===== src/rtl/ctm_pkg.sv =====
package ctm_pkg;
    localparam int TIME_W = 64;
    localparam int DATA_W = 32;

    typedef enum logic [0:0] {
        BUS_IDLE = 1'b0,
        BUS_RESP = 1'b1
    } bus_state_e;

    typedef enum logic [1:0] {
        REG_NONE = 2'd0,
        REG_SOFT = 2'd1,
        REG_CMP  = 2'd2,
        REG_TIME = 2'd3
    } reg_kind_e;
endpackage


===== src/rtl/ctm_time_counter.sv =====
module ctm_time_counter
    import ctm_pkg::*;
(
    input  logic              clk,
    input  logic              rst_n,
    input  logic              tick_en,
    output logic [TIME_W-1:0] time_o
);
    logic [TIME_W-1:0] count_q;

    always_ff @(posedge clk) begin
        if (!rst_n) begin
            count_q <= '0;
        end else if (tick_en) begin
            count_q <= count_q + {{(TIME_W-1){1'b0}}, 1'b1};
        end
    end

    assign time_o = count_q;
endmodule


===== src/rtl/ctm_hart_bank.sv =====
module ctm_hart_bank
    import ctm_pkg::*;
#(
    parameter int NUM_HARTS = 4
) (
    input  logic                             clk,
    input  logic                             rst_n,
    input  logic [TIME_W-1:0]                time_i,
    input  logic [NUM_HARTS-1:0]             wr_soft,
    input  logic [NUM_HARTS-1:0]             wr_cmp_lo,
    input  logic [NUM_HARTS-1:0]             wr_cmp_hi,
    input  logic [DATA_W-1:0]                wdata,
    output logic [NUM_HARTS-1:0][TIME_W-1:0] cmp_o,
    output logic [NUM_HARTS-1:0]             soft_o,
    output logic [NUM_HARTS-1:0]             timer_o
);
    localparam int HALF = TIME_W / 2;

    for (genvar h = 0; h < NUM_HARTS; h++) begin : g_hart
        logic [TIME_W-1:0] cmp_q;
        logic              soft_q;

        always_ff @(posedge clk) begin
            if (!rst_n) begin
                cmp_q  <= '0;
                soft_q <= 1'b0;
            end else begin
                if (wr_cmp_lo[h]) cmp_q[HALF-1:0]      <= wdata;
                if (wr_cmp_hi[h]) cmp_q[TIME_W-1:HALF] <= wdata;
                if (wr_soft[h])   soft_q               <= |wdata;
            end
        end

        assign cmp_o[h]   = cmp_q;
        assign soft_o[h]  = soft_q;
        assign timer_o[h] = (time_i >= cmp_q);
    end
endmodule


===== src/rtl/ctm_bus_port.sv =====
module ctm_bus_port
    import ctm_pkg::*;
#(
    parameter int          NUM_HARTS = 4,
    parameter int          ADDR_W    = 16,
    parameter int unsigned SOFT_BASE = 32'h0000,
    parameter int unsigned CMP_BASE  = 32'h4000,
    parameter int unsigned TIME_BASE = 32'hBFF8
) (
    input  logic                             clk,
    input  logic                             rst_n,
    input  logic                             bus_valid,
    input  logic                             bus_write,
    input  logic [ADDR_W-1:0]                bus_addr,
    input  logic [NUM_HARTS-1:0][TIME_W-1:0] cmp_i,
    input  logic [NUM_HARTS-1:0]             soft_i,
    input  logic [TIME_W-1:0]                time_i,
    output logic [NUM_HARTS-1:0]             wr_soft,
    output logic [NUM_HARTS-1:0]             wr_cmp_lo,
    output logic [NUM_HARTS-1:0]             wr_cmp_hi,
    output logic                             bus_rvalid,
    output logic [DATA_W-1:0]                bus_rdata
);
    localparam int HIDX_W    = (NUM_HARTS > 1) ? $clog2(NUM_HARTS) : 1;
    localparam int SOFT_SPAN = 4 * NUM_HARTS;
    localparam int CMP_SPAN  = 8 * NUM_HARTS;
    localparam int HALF      = TIME_W / 2;

    localparam logic [ADDR_W-1:0] SOFT_A  = SOFT_BASE[ADDR_W-1:0];
    localparam logic [ADDR_W-1:0] CMP_A   = CMP_BASE[ADDR_W-1:0];
    localparam logic [ADDR_W-1:0] TIME_LO = TIME_BASE[ADDR_W-1:0];
    localparam logic [ADDR_W-1:0] TIME_HI = TIME_LO + ADDR_W'(4);
    localparam logic [ADDR_W-1:0] SOFT_SP = SOFT_SPAN[ADDR_W-1:0];
    localparam logic [ADDR_W-1:0] CMP_SP  = CMP_SPAN[ADDR_W-1:0];

    // address decode
    logic [ADDR_W-1:0] soft_off, cmp_off;
    logic              aligned;
    reg_kind_e         kind;
    logic [HIDX_W-1:0] hart;
    logic              upper;

    always_comb begin
        soft_off = bus_addr - SOFT_A;
        cmp_off  = bus_addr - CMP_A;
        aligned  = (bus_addr[1:0] == 2'b00);
        kind     = REG_NONE;
        hart     = '0;
        upper    = 1'b0;
        if (aligned) begin
            if (soft_off < SOFT_SP) begin
                kind = REG_SOFT;
                hart = soft_off[2 +: HIDX_W];
            end else if (cmp_off < CMP_SP) begin
                kind  = REG_CMP;
                hart  = cmp_off[3 +: HIDX_W];
                upper = cmp_off[2];
            end else if (bus_addr == TIME_LO) begin
                kind = REG_TIME;
            end else if (bus_addr == TIME_HI) begin
                kind  = REG_TIME;
                upper = 1'b1;
            end
        end
    end

    // write strobes
    logic do_write, do_read;
    assign do_write = bus_valid && bus_write;
    assign do_read  = bus_valid && !bus_write;

    always_comb begin
        wr_soft   = '0;
        wr_cmp_lo = '0;
        wr_cmp_hi = '0;
        for (int h = 0; h < NUM_HARTS; h++) begin
            if (do_write && (int'(hart) == h)) begin
                wr_soft[h]   = (kind == REG_SOFT);
                wr_cmp_lo[h] = (kind == REG_CMP) && !upper;
                wr_cmp_hi[h] = (kind == REG_CMP) && upper;
            end
        end
    end

    // read mux
    logic [DATA_W-1:0] rd_next;
    logic [TIME_W-1:0] cmp_sel;

    always_comb begin
        cmp_sel = '0;
        for (int h = 0; h < NUM_HARTS; h++) begin
            if (int'(hart) == h) cmp_sel = cmp_i[h];
        end
        unique case (kind)
            REG_SOFT: rd_next = {{(DATA_W-1){1'b0}}, soft_i[hart]};
            REG_CMP:  rd_next = upper ? cmp_sel[TIME_W-1:HALF] : cmp_sel[HALF-1:0];
            REG_TIME: rd_next = upper ? time_i[TIME_W-1:HALF] : time_i[HALF-1:0];
            default:  rd_next = '0;
        endcase
    end

    // response state machine
    bus_state_e        state_q, state_d;
    logic [DATA_W-1:0] rd_q;

    always_comb begin
        unique case (state_q)
            BUS_IDLE: state_d = do_read ? BUS_RESP : BUS_IDLE;
            BUS_RESP: state_d = do_read ? BUS_RESP : BUS_IDLE;
            default:  state_d = BUS_IDLE;
        endcase
    end

    always_ff @(posedge clk) begin
        if (!rst_n) begin
            state_q <= BUS_IDLE;
            rd_q    <= '0;
        end else begin
            state_q <= state_d;
            if (do_read) rd_q <= rd_next;
        end
    end

    always_comb begin
        bus_rvalid = (state_q == BUS_RESP);
        bus_rdata  = bus_rvalid ? rd_q : '0;
    end
endmodule


===== src/rtl/core_timer_unit.sv =====
module core_timer_unit
    import ctm_pkg::*;
#(
    parameter int          NUM_HARTS = 4,
    parameter int          ADDR_W    = 16,
    parameter int unsigned SOFT_BASE = 32'h0000,
    parameter int unsigned CMP_BASE  = 32'h4000,
    parameter int unsigned TIME_BASE = 32'hBFF8
) (
    input  logic                 clk,
    input  logic                 rst_n,
    input  logic                 tick_en,
    input  logic                 bus_valid,
    input  logic                 bus_write,
    input  logic [ADDR_W-1:0]    bus_addr,
    input  logic [31:0]          bus_wdata,
    output logic                 bus_rvalid,
    output logic [31:0]          bus_rdata,
    output logic [NUM_HARTS-1:0] timer_irq,
    output logic [NUM_HARTS-1:0] soft_irq
);
    logic [TIME_W-1:0]                time_val;
    logic [NUM_HARTS-1:0][TIME_W-1:0] cmp_val;
    logic [NUM_HARTS-1:0]             wr_soft, wr_cmp_lo, wr_cmp_hi;

    ctm_time_counter u_time (
        .clk     (clk),
        .rst_n   (rst_n),
        .tick_en (tick_en),
        .time_o  (time_val)
    );

    ctm_hart_bank #(.NUM_HARTS(NUM_HARTS)) u_bank (
        .clk       (clk),
        .rst_n     (rst_n),
        .time_i    (time_val),
        .wr_soft   (wr_soft),
        .wr_cmp_lo (wr_cmp_lo),
        .wr_cmp_hi (wr_cmp_hi),
        .wdata     (bus_wdata),
        .cmp_o     (cmp_val),
        .soft_o    (soft_irq),
        .timer_o   (timer_irq)
    );

    ctm_bus_port #(
        .NUM_HARTS (NUM_HARTS),
        .ADDR_W    (ADDR_W),
        .SOFT_BASE (SOFT_BASE),
        .CMP_BASE  (CMP_BASE),
        .TIME_BASE (TIME_BASE)
    ) u_port (
        .clk        (clk),
        .rst_n      (rst_n),
        .bus_valid  (bus_valid),
        .bus_write  (bus_write),
        .bus_addr   (bus_addr),
        .cmp_i      (cmp_val),
        .soft_i     (soft_irq),
        .time_i     (time_val),
        .wr_soft    (wr_soft),
        .wr_cmp_lo  (wr_cmp_lo),
        .wr_cmp_hi  (wr_cmp_hi),
        .bus_rvalid (bus_rvalid),
        .bus_rdata  (bus_rdata)
    );
endmodule


===== config.mk =====
export PLATFORM = sky130hd
export DESIGN_NAME = core_timer_unit
export DESIGN_NICKNAME = d
export VERILOG_FILES = /design/src/rtl/ctm_pkg.sv /design/src/rtl/ctm_time_counter.sv /design/src/rtl/ctm_hart_bank.sv /design/src/rtl/ctm_bus_port.sv /design/src/rtl/core_timer_unit.sv
export SDC_FILE = /design/constraint.sdc
export NUM_CORES = 1
export LEC_CHECK = 0
export ABC_AREA = 0
export BUFFER_PORTS_ARGS = -buffer_cell sky130_fd_sc_hd__buf_2
export CAP_MARGIN = 25
export CORE_ASPECT_RATIO = 0.8
export CORE_UTILIZATION = 50
export DETAILED_ROUTE_END_ITERATION = 16
export PLACE_DENSITY = 0.69
export SLEW_MARGIN = 10
export SYNTH_ARGS = -nofsm -noshare
export SYNTH_HDL_FRONTEND = slang
export SYNTH_SLANG_ARGS = --single-unit

===== constraint.sdc =====
create_clock -name clk -period 3 [get_ports clk]
set_input_delay 0.6 -clock clk [delete_from_list [all_inputs] [get_ports clk]]
set_output_delay 0.6 -clock clk [all_outputs]
set_load 0.02 [all_outputs]

==> results_dict.tcl <==
set metrics [dict create \
    final_common_cell "nand2_1" \
    drive_gt1_share_pct 20.2 \
    syn_area_mm2 0.0223 \
    p_total_mw 10.8 \
    slew_headroom_pct 37.1 \
    fin_skew_ns 0.0121 \
    critical_path.n_buffers_inverters 3 \
    synth_top_family_by_area "simple AND/OR/NAND/NOR gates" \
    grt_overflow 0 \
    viasPerCell 6.00 \
    yosys_warnings 0 \
    cp_max_fo 2 \
    place.gp.congestion 1.01 \
    drtPass1Iterations 6 \
    root_buffer "clkbuf_16" \
    ctsHoldBuffers 0 \
    num_vias 22846 \
    synth.top_cell.area_share_pct 32.1 \
    fin_ws_ns -0.652 \
    hold_viol_final 0 \
    leakagePower_nw 10.9 \
    clk-insertion-delay-late_ns 0.58 \
    required_ns 2.40 \
    end_kind "primary output" \
    die_width_um 238 \
    cp_slowest_cell "a211o_1" \
    synthTopCellsByArea "dfxtp_1 (32%), ha_1 (14%), nand2_1 (11%), a21oi_1 (8.1%), inv_1 (4.5%)" \
    dieArea_mm2 0.0454 \
    dr_wl_met3_um 9740 \
    detailed_place_hpwl_um 62400 \
    synth_compound_area_share_pct 16.7 \
    syn_avg_cell_area_um2 7.67 \
    drtIter0Drc 2613 \
    synth-xor-area-share_pct 1.81 \
    start_util_pct 51.1 \
    outcome "finished, violations left" \
    p_per_area_mw_per_mm2 389 \
    synthMuxAreaShare_pct 6.19 \
    max_freq_ghz 0.274 \
    start_kind "flop" \
    reg2reg_depth 9 \
    yosys.area.top_type "dfxtp_1" \
    ys_types 64 \
    drcViolationCount 0 \
    cts_buffer_depth 3 \
    first_global_vias 21140 \
    hold_path_class "in -> reg" \
    path_class "reg -> out" \
    wl_met2_um 35800 \
    die_h_um 191 \
    cts_tree "yes" \
    maxCapViolCount 0 \
    setup_viol 4 \
    synth-seq-area-share_pct 32.1 \
    final_cell_mix "nand2_1 (639), a21oi_1 (352), dfxtp_1 (338), buf_4 (296), inv_1 (259)" \
    syn2layout_area_growth_pct 24.3 \
    cts.sinks 357 \
    grt_util_all_layers_pct 37.1 \
    syn_nets 3212 \
    synth_fa_ha_area_share_pct 14.4 \
    r2r-start "u_time.time_o[1]" \
    fin_cells 3807 \
    worstSetupStartpoint "u_bank.g_hart[1].cmp_q[9]" \
    nNetsFinal 3492 \
    min_path_cells 3 \
    grt_max_degree 81 \
    wl_met1_um 37100 \
    ir_drop_mv 0.353 \
    io_pins 94 \
    routed.top_layer "met4" \
    antenna_found_initial 3 \
    async_reset_ff_share_pct 0 \
    htree_num_levels 2 \
    numCtsBuffers 40 \
    min-delay-start "bus_wdata[9]" \
    r2r_slack_ns 0.08 \
    drt_wl_total_um 85000 \
    crit_chain "inv_1 -> ha_1 -> a211oi_1 -> nor2_1 -> nor3_1 -> o21ai_0 -> a21oi_1 -> buf_4 -> o211ai_1 -> a211o_1 -> buf_6" \
    whs_endpoint "u_bank.g_hart[2].cmp_q[9]" \
    violations "negative setup slack" \
    fin_crit_sh_pct 122 \
    clk_pin_slew_worst_paths_ns 0.06 \
    synth_cells 2902 \
    wl_per_cell_um 22.3 \
    synth_edf_count 0 \
    ant_nets 0 \
    synthFlopType "dfxtp_1" \
    io_buffers 93 \
    arrival_ns 3.05 \
    placed_cells 3730 \
    critPathMaxStageDelay_ns 0.35 \
    fp-row-count 68 \
    finalMaxSlewViolations 0 \
    synthSimpleGateAreaFrac_pct 21.0 \
    yosys_register_bits 357 \
    rsz0062_at_grt "true" \
    fin_hold_ws_ns 0.369 \
    fp.coreArea_mm2 0.0436 \
    worstReg2RegEnd "u_time.time_o[58]" \
    post-route-min-period_ns 3.65 \
    worstMarginPinSlew_ns 0.935 \
    grt_pass1_wl_um 128000 \
    crit_family "compound AO/OA/AOI/OAI gates" \
]
-- layer usage --
layer	vias to the layer above	track usage [%]
li1	10522	-
met1	10860	53.3
met2	1291	55.5
met3	173	7.80
met4	0	11.0
met5	-	0
-- final cells by class --
type	count	area, um^2
fillers	3781	15900
multi-input cells	2099	14000
flip-flops and latches	357	7170
repair buffers	419	3310
clock buffers	51	1130
inverters	265	1000
well taps	595	744
clock inverters	20	305
diodes	1	2.50
-- logic make-up (layout without fill, tap and decap cells) --
group,count (synthesis),after routing
DFF,357,357
buffers and inverters,446,755
muxes,99,99
other,0,1
adders and majority gates,257,257
AOI/OAI and AO/OA,643,643
xor gates and xnor gates,46,46
and+or+nand+nor,1054,1054
-- stage by stage --
stage | worst slack (ns) | utilization (%) | instance area [um^2] | setup TNS (ns)
detailed placement | -0.529 | 58.8 | 25600 | -4.01
finish | -0.652 | 63.5 | 27700 | -2.35
global route | -0.735 | 63.5 | 27700 | -2.66
floorplan | 0.0611 | - | 22300 | 0
global placement | -0.354 | 58.8 | 25600 | -1.82
CTS | -0.552 | 63.1 | 27500 | -2.13
-- sequential cells by signal, summed over array words and instances, names as in the netlist --
| name | flops |
|---|---|
| u_bank.g_hart.soft_q | 4 |
| u_time.time_o | 64 |
| u_port.rd_q | 32 |
| u_bank.g_hart.cmp_q | 256 |
| u_port.bus_rvalid | 1 |
-- timing repair --
action | CTS | global route
cloned | 0 | 0
endpoints found under the setup margin | 4 | 12
resized for setup | 107 | 34
pin swaps | 43 | 15
setup buffers | 7 | 0
-- synthesized netlist by cell type, drive strengths merged, types with 9 or more instances --
| cell | n |
|---|---|
| a22oi | 12 |
| a31oi | 22 |
| xnor2 | 25 |
| ha | 257 |
| nor4 | 27 |
| and2 | 43 |
| dfxtp | 357 |
| o21ai | 106 |
| mux4 | 31 |
| a221oi | 35 |
| nor2b | 9 |
| buf | 29 |
| nor2 | 126 |
| nor3 | 41 |
| mux2i | 68 |
| o211ai | 17 |
| a21oi | 361 |
| and4 | 13 |
| clkbuf | 152 |
| a211oi | 29 |
| nand3 | 43 |
| a21o | 22 |
| nand2b | 15 |
| xor2 | 21 |
| inv | 265 |
| or3 | 15 |
| nand2 | 640 |
| a2111oi | 9 |
| and3 | 10 |
| nand4 | 60 |
-- worst register-to-register path: cells and delay by family (launching register included) --
kind / cells / cell delay (ns)
simple gates: 5 / 1.94
fa+ha+maj: 1 / 0.15
flops: 1 / 0.41
compound gates: 1 / 0.16
buf+inv: 2 / 0.19
-- power by group --
part	leakage, nW	switching [mW]	internal (mW)
registers	2.88	0.00790	4.74
clock network	0.712	2.18	3.35
logic	7.34	0.329	0.149
total	10.9	2.51	8.24
-- worst max-delay path by stage --
stage / slack (ns) / cells past startpoint / end
3_5_place_dp: -0.53 / 10 / timer_irq[3]
6_report: -0.65 / 11 / timer_irq[1]
3_3_place_gp: -0.35 / 12 / timer_irq[3]
2_1_floorplan: 0.06 / 8 / u_port.rd_q[19]
5_1_grt: -0.73 / 11 / timer_irq[2]
4_1_cts: -0.55 / 11 / timer_irq[1]
(Power assumes the default switching activity.)
